[config.mk]
export PLATFORM = sky130hd
export DESIGN_NAME = bridge_gate_ctrl
export DESIGN_NICKNAME = d
export VERILOG_FILES = /design/src/rtl/bgc_pkg.sv /design/src/rtl/bgc_sync.sv /design/src/rtl/bgc_refresh.sv /design/src/rtl/bgc_ontimer.sv /design/src/rtl/bridge_gate_ctrl.sv
export SDC_FILE = /design/constraint.sdc
export NUM_CORES = 1
export LEC_CHECK = 0
export CORE_AREA = 5 5 110 112
export CTS_BUF_LIST = sky130_fd_sc_hd__clkbuf_4
export DETAILED_ROUTE_END_ITERATION = 8
export DIE_AREA = 0 0 115 117
export DONT_BUFFER_PORTS = 1
export PLACE_DENSITY = 0.68
export SYNTH_ARGS = -nofsm -noshare
export SYNTH_HDL_FRONTEND = slang
export SYNTH_SLANG_ARGS = --single-unit
[constraint.sdc]
create_clock -name clk -period 3.1 [get_ports clk]
set_input_delay 0.93 -clock clk [delete_from_list [all_inputs] [get_ports clk]]
set_output_delay 0.93 -clock clk [all_outputs]
set_load 0.03 [all_outputs]
[src/rtl/bgc_pkg.sv]
package bgc_pkg;
  typedef enum logic [1:0] {
    MODE_OFF     = 2'd0,
    MODE_REFRESH = 2'd1,
    MODE_RUN     = 2'd2
  } mode_t;
endpackage

[src/rtl/bgc_sync.sv]
module bgc_sync #(
  parameter int W = 4,
  parameter logic [W-1:0] RST_VAL = '0
) (
  input  logic         clk,
  input  logic         rst,
  input  logic [W-1:0] d,
  output logic [W-1:0] q
);
  logic [W-1:0] stage1, stage2;

  always_ff @(posedge clk) begin
    if (rst) begin
      stage1 <= RST_VAL;
      stage2 <= RST_VAL;
    end else begin
      stage1 <= d;
      stage2 <= stage1;
    end
  end

  assign q = stage2;
endmodule

[src/rtl/bgc_refresh.sv]
module bgc_refresh
  import bgc_pkg::*;
#(
  parameter int RW = 8
) (
  input  logic          clk,
  input  logic          rst,
  input  logic          blocked,
  input  logic [RW-1:0] rf_len,
  output mode_t         mode
);
  logic [RW-1:0] cnt;
  logic [RW:0]   cnt_inc;
  logic          last;

  assign cnt_inc = {1'b0, cnt} + (RW+1)'(1);
  assign last    = cnt_inc >= {1'b0, rf_len};

  always_ff @(posedge clk) begin
    if (rst) begin
      mode <= MODE_OFF;
      cnt  <= '0;
    end else if (blocked) begin
      mode <= MODE_OFF;
      cnt  <= '0;
    end else begin
      unique case (mode)
        MODE_OFF: begin
          mode <= MODE_REFRESH;
          cnt  <= '0;
        end
        MODE_REFRESH: begin
          if (last) mode <= MODE_RUN;
          else      cnt  <= cnt_inc[RW-1:0];
        end
        default: mode <= MODE_RUN;
      endcase
    end
  end


  blocked_to_off_chk: assert property (@(posedge clk) disable iff (rst)
    blocked |=> (mode == MODE_OFF));


  refresh_after_off_chk: assert property (@(posedge clk) disable iff (rst)
    (mode == MODE_REFRESH) |-> $past(mode != MODE_RUN));
endmodule

[src/rtl/bgc_ontimer.sv]
module bgc_ontimer #(
  parameter int CW = 8
) (
  input  logic          clk,
  input  logic          rst,
  input  logic          req,
  input  logic          no_delay,
  input  logic [CW-1:0] dt_len,
  output logic          gate
);
  logic [CW-1:0] cnt;

  always_ff @(posedge clk) begin
    if (rst) begin
      gate <= 1'b0;
      cnt  <= '0;
    end else if (!req) begin
      gate <= 1'b0;
      cnt  <= '0;
    end else if (!gate) begin
      if (no_delay || cnt >= dt_len) gate <= 1'b1;
      else                           cnt  <= cnt + 1'b1;
    end
  end


  off_prompt_chk: assert property (@(posedge clk) disable iff (rst)
    !req |=> !gate);


  rise_needs_req_chk: assert property (@(posedge clk) disable iff (rst)
    $rose(gate) |-> $past(req));
endmodule

[src/rtl/bridge_gate_ctrl.sv]
module bridge_gate_ctrl
  import bgc_pkg::*;
#(
  parameter int NPH = 3,
  parameter int CW  = 8,
  parameter int RW  = 8
) (
  input  logic           clk,
  input  logic           rst,
  input  logic [NPH-1:0] lo_cmd,
  input  logic [NPH-1:0] hi_cmd_n,
  input  logic           dis_in,
  input  logic           uv_flag,
  input  logic           dt_bypass,
  input  logic [CW-1:0]  dt_count,
  input  logic [RW-1:0]  rf_count,
  output logic [NPH-1:0] lo_gate,
  output logic [NPH-1:0] hi_gate
);
  localparam int SW = 3 + 2*NPH;
  localparam logic [SW-1:0] SYNC_RST = {1'b1, 1'b1, 1'b0, {NPH{1'b0}}, {NPH{1'b1}}};

  logic [SW-1:0]  sync_q;
  logic           dis_s, uv_s, byp_s, blocked, no_delay;
  logic [NPH-1:0] lo_s, hin_s, lo_req, hi_req;
  mode_t          mode;

  bgc_sync #(.W(SW), .RST_VAL(SYNC_RST)) u_sync (
    .clk (clk),
    .rst (rst),
    .d   ({dis_in, uv_flag, dt_bypass, lo_cmd, hi_cmd_n}),
    .q   (sync_q)
  );

  assign dis_s    = sync_q[SW-1];
  assign uv_s     = sync_q[SW-2];
  assign byp_s    = sync_q[SW-3];
  assign lo_s     = sync_q[2*NPH-1:NPH];
  assign hin_s    = sync_q[NPH-1:0];
  assign blocked  = dis_s | uv_s;
  assign no_delay = byp_s | (dt_count == '0);

  bgc_refresh #(.RW(RW)) u_refresh (
    .clk     (clk),
    .rst     (rst),
    .blocked (blocked),
    .rf_len  (rf_count),
    .mode    (mode)
  );

  for (genvar i = 0; i < NPH; i++) begin : g_phase
    always_comb begin
      lo_req[i] = 1'b0;
      hi_req[i] = 1'b0;
      if (!blocked) begin
        unique case (mode)
          MODE_REFRESH: lo_req[i] = 1'b1;
          MODE_RUN: begin
            lo_req[i] = lo_s[i];
            hi_req[i] = !hin_s[i] && (no_delay || !lo_s[i]);
          end
          default: ;
        endcase
      end
    end

    bgc_ontimer #(.CW(CW)) u_lo (
      .clk      (clk),
      .rst      (rst),
      .req      (lo_req[i]),
      .no_delay (no_delay),
      .dt_len   (dt_count),
      .gate     (lo_gate[i])
    );

    bgc_ontimer #(.CW(CW)) u_hi (
      .clk      (clk),
      .rst      (rst),
      .req      (hi_req[i]),
      .no_delay (no_delay),
      .dt_len   (dt_count),
      .gate     (hi_gate[i])
    );
  end


  blocked_gates_off_chk: assert property (@(posedge clk) disable iff (rst)
    blocked |=> ((lo_gate | hi_gate) == '0));


  refresh_high_off_chk: assert property (@(posedge clk) disable iff (rst)
    (mode == MODE_REFRESH) |=> (hi_gate == '0));


  no_overlap_chk: assert property (@(posedge clk) disable iff (rst)
    ((lo_gate & hi_gate) != '0) |-> $past(no_delay));
endmodule

==> out/metrics.yaml, run 1 <==
leakage_nw: 2.04
coreArea_um2: 11100
cts_hold_buffers: 0
htree_levels: 3
pin_count: 33
maxCapViolations: 0
worstSetupPathType: "reg2reg"
yosys.area_share.simple: 0.202
die_h_um: 117
first_global_vias: 3610
drt_pass1_iterations: 4
fmax_ghz: 0.357
cts_tree: "built"
die_width_um: 115
drc: 0
synth-seq-cells: 82
place.gp.congestion: 0.893
nets: 655
ir_drop_mv: 0.236
die_area_um2: 13500
relSlewSlack: 0.553
status: "complete, no violations"
synth_compound_area_frac: 0.173
hpwl_um: 7380
synth-xor-area-share: 0.0493
floorplan.initialDensity: 0.431
antenna_found_initial: 0
diodes: 0
min_to: "u_sync.q[0]"
grt_use_total: 0.152
synth_edf_count: 0
drtIter0Drc: 202
synth_adder_area_share: 0.172
grt_start_max_net_pins: 21
cts_buffer_depth: 2
worstHoldPathCells: 1
required_ns: 3.42
synth.avg_cell_area_um2: 8.49
cts_root_buffer: "clkbuf_4"
finalWirelength_um: 9610
rr_endpoint: "u_refresh.cnt[3]"
muxShareOfSynthArea: 0.0170
crit_path_end_kind: "flip-flop"
num-fill-cells: 1096
synthesis.area_um2: 4790
seq_area_frac_synth: 0.342
core.rowCount: 39
cp.arrival_ns: 3.12
wl_per_cell_um: 13.6
critical_path.startpoint_type: "flip-flop"
areaGrowthSynthToFinish_pct: 4.80
finalSetupTns_ns: 0
cts-resized-gates: 0
syn_inst: 565
antenna_left: 0
hp-class: "reg2reg"
drive_gt1_frac: 0.0901
final_hold_viol_count: 0
worst_pin_slew_ns: 0.667
r2r-start: "u_refresh.cnt[0]"
yosys_warnings: 0
io_buffers: 0
crit_fanout: 6
clock-skew-final_ns: 0.0190
ys.flop_type: "dfxtp_1"
post_cts.repair.setup_buffers: 0
async_flop_share: 0
power_density_nw_per_um2: 337
grt_pass1_wl_um: 16300
insertion_delay_ns: 0.44
hp-start: "u_sync.stage1[0]"
rsz0062_at_grt: "false"
grt_overflow_total: 0
route.vias.total: 3799
final_max_slew_viol_count: 0
period_share: 0.902
cts-buffers-inserted: 9
syn_nets: 658
via_per_inst: 5.36
r2r_slack_ns: 0.30
finalPower_mw: 1.69
reg2reg_depth: 12
clkTransAtPathRegs_ns: 0.11
setup_viol: 0
yosysUniqueCellTypes: 38
synth_top_family_by_area: "simple AND/OR/NAND/NOR gates"
clock-sinks: 82
fin_crit_ns: 2.80
## logic make-up (layout without fill, tap and decap cells)
| family | count (synthesis) | in the layout |
|---|---|---|
| flip-flops | 82 | 82 |
| XOR/XNOR | 27 | 27 |
| multiplexers | 8 | 8 |
| adder cells (fa/ha/maj) | 66 | 66 |
| AO/OA/AOI/OAI | 126 | 126 |
| AND/OR/NAND/NOR | 206 | 206 |
| buffers and inverters | 50 | 51 |
## layout by cell type, fill, tap and decap left out, types with 4 or more instances in the layout
cell	n
xnor2_1	26
nor2b_1	11
o21ai_0	27
ha_1	66
or2_2	17
and3_1	4
a21oi_2	4
a31o_2	7
nor2_1	66
dfxtp_1	81
nand2b_1	10
a2111oi_0	7
a211o_1	5
a21oi_1	33
inv_1	34
nand2_1	57
nand3_1	17
clkbuf_4	12
nand4_1	10
a211oi_1	34
and2_1	5
mux2i_1	7
## registers in the layout, indices dropped and copies added (netlist names)
name,count
g_phase.u_hi.cnt,24
g_phase.u_hi.gate,3
g_phase.u_lo.cnt,24
g_phase.u_lo.gate,3
u_refresh.cnt,8
u_refresh.mode,2
u_sync.q,9
u_sync.stage1,9
## critical path, cell delays in order (launching register included)
cell and delay (ns):
dfxtp_2 0.39, ha_1 0.22, and3_1 0.20, nand2_1 0.07, and2_1 0.16, or2_2 0.29, ha_1 0.30, a211oi_2 0.25
o211ai_1 0.16, a31oi_2 0.27, nor2_1 0.16, a21oi_1 0.19, nor2_1 0.05
## power breakdown
group | switching, mW | internal (mW) | leakage (nW)
Sequential | 0.00387 | 1.06 | 0.665
Clock | 0.348 | 0.186 | 0.0632
Combinational | 0.0571 | 0.0358 | 1.31
## area by class of cell
| class | count | area [um^2] | share of cell area |
|---|---|---|---|
| multi-input combinational | 433 | 2950 | 0.588 |
| sequential | 82 | 1640 | 0.327 |
| tap | 143 | 179 | 0.0356 |
| inverter | 34 | 128 | 0.0254 |
| clock buffer | 12 | 90.1 | 0.0179 |
| clock inverter | 3 | 17.5 | 0.00349 |
| timing repair buffer | 2 | 15.0 | 0.00299 |
## worst max path at each step
stage                           startpoint                     end  slack [ns]  cells past startpoint
final                     u_refresh.cnt[0]        u_refresh.cnt[3]        0.30                     12
after global routing      u_refresh.cnt[0]        u_refresh.cnt[0]        0.07                     12
after CTS                 u_refresh.cnt[0]        u_refresh.cnt[3]        0.12                     12
after detailed placement       dt_count[1]  g_phase[1].u_lo.cnt[7]        0.12                      7
after global placement         dt_count[7]  g_phase[2].u_hi.cnt[1]        0.18                      7
after floorplan                dt_count[7]  g_phase[2].u_hi.cnt[6]        0.34                      8
## stage by stage
stage | util | std cells | instance area (um^2) | hold slack [ns] | setup slack (ns)
floorplan | - | 565 | 4790 | 0.389 | 0.340
global placement | 0.441 | 694 | 4900 | 0.396 | 0.182
detailed placement | 0.441 | 694 | 4900 | 0.396 | 0.124
finish | 0.452 | 709 | 5020 | 0.419 | 0.303
CTS | 0.451 | 709 | 5010 | 0.422 | 0.123
global route | 0.452 | 709 | 5020 | 0.448 | 0.0672
## cell usage after synthesis (2+ instances only)
master | count | area, um^2
a21oi_1 | 33 | 165
dfxtp_1 | 82 | 1640
xnor2_1 | 26 | 228
a211oi_1 | 35 | 263
a211o_1 | 5 | 43.8
nand2_1 | 57 | 214
nand2b_1 | 10 | 62.6
and3_1 | 4 | 25.0
o21ai_0 | 27 | 135
nor2b_1 | 11 | 68.8
ha_1 | 66 | 826
clkbuf_1 | 8 | 30.0
nor3_1 | 3 | 15.0
nor2_1 | 66 | 248
a31o_2 | 7 | 61.3
or2_2 | 17 | 106
a2111oi_0 | 7 | 61.3
buf_4 | 6 | 45.0
nand4_1 | 10 | 62.6
a21o_1 | 2 | 15.0
nor4_2 | 2 | 25.0
mux2i_1 | 7 | 70.1
a21oi_2 | 4 | 35.0
nand3_1 | 17 | 85.1
or3_1 | 3 | 18.8
and2_1 | 5 | 31.3
inv_1 | 34 | 128
## per-layer routing
metal / up-vias / wire length (um) / global-route usage
li1: 1984 / - / -
met1: 1720 / 4330 / 0.184
met2: 77 / 4430 / 0.249
met3: 18 / 647 / 0.0442
met4: 0 / 200 / 0.0728
met5: - / 0 / 0
No activity file was read; power rests on OpenSTA's default activity.
==> inputs of run 2 (changes only) <==
--- a/config.mk
+++ b/config.mk
@@ -5,12 +5,12 @@
 export SDC_FILE = /design/constraint.sdc
 export NUM_CORES = 1
 export LEC_CHECK = 0
-export CORE_AREA = 5 5 110 112
+export CORE_AREA = 5 5 130 95
 export CTS_BUF_LIST = sky130_fd_sc_hd__clkbuf_4
 export DETAILED_ROUTE_END_ITERATION = 8
-export DIE_AREA = 0 0 115 117
+export DIE_AREA = 0 0 135 100
 export DONT_BUFFER_PORTS = 1
-export PLACE_DENSITY = 0.68
+export PLACE_DENSITY = 0.69
 export SYNTH_ARGS = -nofsm -noshare
 export SYNTH_HDL_FRONTEND = slang
 export SYNTH_SLANG_ARGS = --single-unit
==> run 2 against run 1 <==
- largest cell class unchanged
- largest power group unchanged
- clock-buffer cell count is 1 lower
- flip-flop and latch count stayed put
- die area is 0.33% higher
- critical endpoint is now u_refresh.cnt[0]
==> out/metrics.yaml, run 2 (synthesis results as in run 1) <==
status: "complete, no violations"
drtIter0Drc: 304
crit_path_end_kind: "flip-flop"
htree_levels: 3
fin_area_um2: 5040
insertion_delay_ns: 0.45
ir_drop_mv: 0.136
cts-buffers-inserted: 9
rr_endpoint: "u_refresh.cnt[0]"
r2r_slack_ns: 0.21
grt_start_max_net_pins: 21
period_share: 0.934
antenna_found_initial: 0
critical_path.startpoint_type: "flip-flop"
hp-class: "reg2reg"
worstSetupPathType: "reg2reg"
io_buffers: 0
wl_per_cell_um: 14.7
floorplan.initialDensity: 0.442
worst_pin_slew_ns: 0.647
finalWirelength_um: 10500
core.rowCount: 32
cts-resized-gates: 0
drt_pass1_iterations: 5
coreArea_um2: 10900
crit_end: "u_refresh.cnt[0]"
finalPower_mw: 1.69
die_h_um: 100
cts_buffer_depth: 2
required_ns: 3.42
pin_count: 33
setup_viol: 0
largestRegisters: "g_phase.u_hi.cnt (24), g_phase.u_lo.cnt (24)"
first_global_vias: 3651
drive_gt1_frac: 0.0883
clock-sinks: 82
clkTransAtPathRegs_ns: 0.11
nets: 656
num-fill-cells: 1035
grt_pass1_wl_um: 17400
areaGrowthSynthToFinish_pct: 5.09
antenna_left: 0
via_per_inst: 5.44
place.gp.congestion: 0.880
relSlewSlack: 0.557
hpwl_um: 8240
leakage_nw: 2.04
fin_util: 0.464
rsz0062_at_grt: "false"
grt_overflow_total: 0
cts_hold_buffers: 0
die_area_um2: 13500
final_max_slew_viol_count: 0
fin_crit_ns: 2.89
finalSetupTns_ns: 0
reg2reg_depth: 12
mostFrequentLayoutCells: "dfxtp_1 (82), ha_1 (66), nor2_1 (65)"
maxCapViolations: 0
fmax_ghz: 0.345
grt_use_total: 0.161
final_hold_viol_count: 0
finalWorstSetupSlack_ns: 0.205
cts_tree: "built"
r2r-start: "u_refresh.cnt[0]"
final-seq-area_um2: 1640
crit_fanout: 6
final_common_cell: "dfxtp_1"
cp.arrival_ns: 3.22
clock-skew-final_ns: 0.0256
startpoint: "u_refresh.cnt[0]"
drc: 0
route.vias.total: 3913
cts_root_buffer: "clkbuf_4"
post_cts.repair.setup_buffers: 0
placed_cell_area_um2: 4920
diodes: 0
multi_input_area_um2: 2960
dp_slack_ns: 0.0692
die_width_um: 135
power_density_nw_per_um2: 335
run 2: cell types whose count changed in the layout (fill, tap and decap cells not counted), sizes merged:
cell	delta
clkbuf	-1
inv	+1
buf	+1
clkinvlp	-1
run 2: metrics by stage:
step,hold WS (ns),std cells
global route,0.436,719
CTS,0.428,719
floorplan,0.389,565
detailed placement,0.397,705
global placement,0.394,705
finish,0.417,719
run 2: critical path, cell delays in order (launching register included):
cell and delay, ns:
dfxtp_1 0.43, ha_1 0.25, and3_1 0.20, nand2_1 0.07
and2_1 0.16, or2_2 0.29, ha_1 0.29, a211oi_2 0.26
o211ai_1 0.18, a31oi_2 0.28, nor2_2 0.13, a21oi_1 0.18
nor2_1 0.06
run 2: worst min path at each step:
stage                     depth (start not counted)             start  slack [ns]     endpoint
final                                             1  u_sync.stage1[7]        0.42  u_sync.q[7]
after global routing                              1  u_sync.stage1[7]        0.44  u_sync.q[7]
after CTS                                         1  u_sync.stage1[7]        0.43  u_sync.q[7]
after detailed placement                          1  u_sync.stage1[7]        0.40  u_sync.q[7]
after global placement                            1  u_sync.stage1[7]        0.39  u_sync.q[7]
after floorplan                                   1  u_sync.stage1[0]        0.39  u_sync.q[0]
run 2: layer usage:
layer  GRT usage  vias up  part of all wire
li1            -     1984                 -
met1       0.218     1834              0.49
met2       0.253       80              0.45
met3      0.0406       15             0.044
met4      0.0496        0             0.014
met5           0        -                 0
run 2: report_power, final:
part	total [mW]	internal [mW]	switching, mW	leakage (nW)
registers	1.07	1.06	0.00404	0.664
logic	0.0959	0.0364	0.0595	1.32
clock network	0.526	0.174	0.352	0.0606
run 2: layout make-up:
class                           instances  share of cell area
Multi-Input combinational cell        433               0.587
Sequential cell                        82               0.326
Tap cell                              153              0.0380
Inverter                               34              0.0253
Clock buffer                           11              0.0164
Timing Repair Buffer                    3             0.00447
Clock inverter                          3             0.00348
==> inputs of run 3 (changes only) <==
--- a/config.mk
+++ b/config.mk
@@ -5,12 +5,13 @@
 export SDC_FILE = /design/constraint.sdc
 export NUM_CORES = 1
 export LEC_CHECK = 0
-export CORE_AREA = 5 5 130 95
+export CORE_AREA = 5 5 133 97
 export CTS_BUF_LIST = sky130_fd_sc_hd__clkbuf_4
 export DETAILED_ROUTE_END_ITERATION = 8
-export DIE_AREA = 0 0 135 100
+export DIE_AREA = 0 0 138 102
 export DONT_BUFFER_PORTS = 1
 export PLACE_DENSITY = 0.69
 export SYNTH_ARGS = -nofsm -noshare
 export SYNTH_HDL_FRONTEND = slang
+export SYNTH_HIERARCHICAL = 1
 export SYNTH_SLANG_ARGS = --single-unit
==> run 3 against run 2 <==
- sequential share of layout area decreased by 2.5 points
- largest power group unchanged
- largest cell class unchanged
- power increased by 6.3%
- routed wire length increased by 6.2%
- critical endpoint is now u_refresh/cnt[0]
- critical path depth decreased by 2
- clock skew decreased by 0.0099 ns
- clock-buffer cell count decreased by 2
- non-clock buffer count increased by 17
==> out/metrics.yaml, run 3 <==
required_ns: 3.53
core.rowCount: 33
power_frac_seq: 0.594
startpoint: "u_refresh/cnt[0]"
grt_start_max_net_pins: 33
post_cts.repair.setup_buffers: 0
period_share: 0.936
drtIter0Drc: 299
synth-seq-cells: 82
antenna_found_initial: 0
async_flop_share: 0
synth_edf_count: 0
clock-sinks: 82
worstSetupPathType: "reg2reg"
cpMaxStageDelayCell: "dfxtp_1"
maxCapViolations: 0
grt_use_total: 0.165
drt_pass1_iterations: 5
clock-skew-final_ns: 0.0156
ys.flop_type: "dfxtp_1"
areaGrowthSynthToFinish_pct: 8.00
r2r-start: "u_refresh/cnt[0]"
crit_path_end_kind: "flip-flop"
fin_area_um2: 5460
multi_input_area_um2: 3110
power_density_nw_per_um2: 329
cp.arrival_ns: 3.33
diodes: 0
max_stage_delay_ns: 0.42
cts_buffer_depth: 2
grt_pass1_wl_um: 19300
ir_drop_mv: 0.199
hpwl_um: 8610
first_global_vias: 4252
finalPower_mw: 1.80
largestRegisters: "g_phase.u_hi/cnt (24), g_phase.u_lo/cnt (24)"
cts-buffers-inserted: 9
pin_count: 33
synthesis.area_um2: 5050
p_sw_frac: 0.273
placed_cell_area_um2: 5320
final_hold_viol_count: 0
hp-class: "reg2reg"
worst_pin_slew_ns: 0.943
synth_common_cells: "dfxtp_1 (82), ha_1 (65), inv_1 (60)"
relSlewSlack: 0.368
die_area_um2: 14100
crit_fanout: 5
wl_per_cell_um: 14.3
clkTransAtPathRegs_ns: 0.15
synth.area.top_cells: "dfxtp_1 (32%), ha_1 (16%), or3_1 (6.1%), a21oi_1 (5.1%), inv_1 (4.5%)"
yosysMostFrequentCell: "dfxtp_1"
antenna_left: 0
die_width_um: 138
drc: 0
nets: 712
netlist.top_cell.by_area: "dfxtp_1"
synth_top_area_frac: 0.325
seq_area_frac_synth: 0.325
path_buf_inv: 0
p_clk_frac: 0.345
internal-power_mw: 1.31
rsz0062_at_grt: "false"
leakage_nw: 2.22
setup_viol: 0
status: "complete, no violations"
syn_nets: 695
num-fill-cells: 1156
cts_root_buffer: "clkbuf_4"
drive_gt1_frac: 0.0880
switchingPower_mw: 0.491
route.vias.total: 4362
r2r_slack_ns: 0.20
yosysUniqueCellTypes: 50
die_h_um: 102
crit_chain: "ha_1, nand3_2, or2_0, xnor2_1, ha_1, a211o_1, a21oi_1, o221ai_1, nor3_1, mux2_2"
insertion_delay_ns: 0.47
io_buffers: 0
floorplan.initialDensity: 0.440
synth.avg_cell_area_um2: 8.38
grt_overflow_total: 0
path_delay_family: "simple AND/OR/NAND/NOR gates"
finalWirelength_um: 11200
fmax_ghz: 0.345
hp-start: "u_sync/stage1[8]"
fin_crit_ns: 2.90
critical_path.startpoint_type: "flip-flop"
finalSetupTns_ns: 0
place.gp.congestion: 0.838
yosys_warnings: 6
combPwrFrac: 0.060
coreArea_um2: 11500
mostFrequentLayoutCells: "dfxtp_1 (82), ha_1 (65), inv_1 (60)"
via_per_inst: 5.58
cts_tree: "built"
final_common_cell: "dfxtp_1"
final_max_slew_viol_count: 0
final-seq-area_um2: 1640
cp_common_cell: "ha_1"
htree_levels: 3
syn_inst: 603
run 3: changes by cell type after synthesis, sizes merged, moves of 7 or more:
cell and delta:
clkbuf -8, a31o -7, o211ai +11, or3 +46, xnor2 -22, and2b +8
o21ai +13, inv +26, o21a +8, nor2 -40, a21oi +15, a211oi -27
run 3: path summary, 6_finish.rpt:
check,end,depth (start not counted)
worst min register to register,u_sync/q[8],1
worst max-delay path,u_refresh/cnt[0],10
worst max register to register,u_refresh/cnt[0],10
worst min-delay path,u_sync/q[8],1
run 3: what timing repair did:
item                       CTS  global route
gates resized for setup      0             1
setup endpoints to repair    0             8
hold buffers                 0             0
run 3: area by class of cell:
type	instances	share of cell area
multi-input combinational	447	0.570
sequential	82	0.301
inverter	60	0.0413
tap	157	0.0360
timing repair buffer	20	0.0275
clock buffer	9	0.0124
clock inverter	7	0.0122
run 3: power groups by stage:
stage / Combinational [mW] / Clock [mW] / Sequential [mW]
2_1_floorplan: 0.0787 / 0 / 1.09
3_3_place_gp: 0.101 / 0 / 1.09
3_5_place_dp: 0.107 / 0 / 1.09
4_1_cts: 0.108 / 0.642 / 1.07
5_1_grt: 0.124 / 0.689 / 1.07
6_report: 0.108 / 0.621 / 1.07
run 3: logic make-up after synthesis:
| family | synth area share |
|---|---|
| buffers and inverters | 0.0597 |
| adders and majority gates | 0.161 |
| DFF | 0.325 |
| AOI/OAI and AO/OA | 0.200 |
| xor gates and xnor gates | 0.0104 |
| muxes | 0.0141 |
| and+or+nand+nor | 0.230 |
run 3: per-layer routing:
layer	vias up	GRT usage	share of wire
li1	2225	-	-
met1	2012	0.211	0.48
met2	108	0.270	0.46
met3	17	0.0463	0.052
met4	0	0.0638	0.016
met5	-	0	0
run 3: per-stage QoR:
stage,worst slack (ns),hold slack [ns],std cells,util
floorplan,0.382,0.383,603,-
global placement,0.243,0.391,766,0.464
detailed placement,0.139,0.391,766,0.464
CTS,0.110,0.425,782,0.475
global route,0.00109,0.444,782,0.475
finish,0.199,0.424,782,0.475
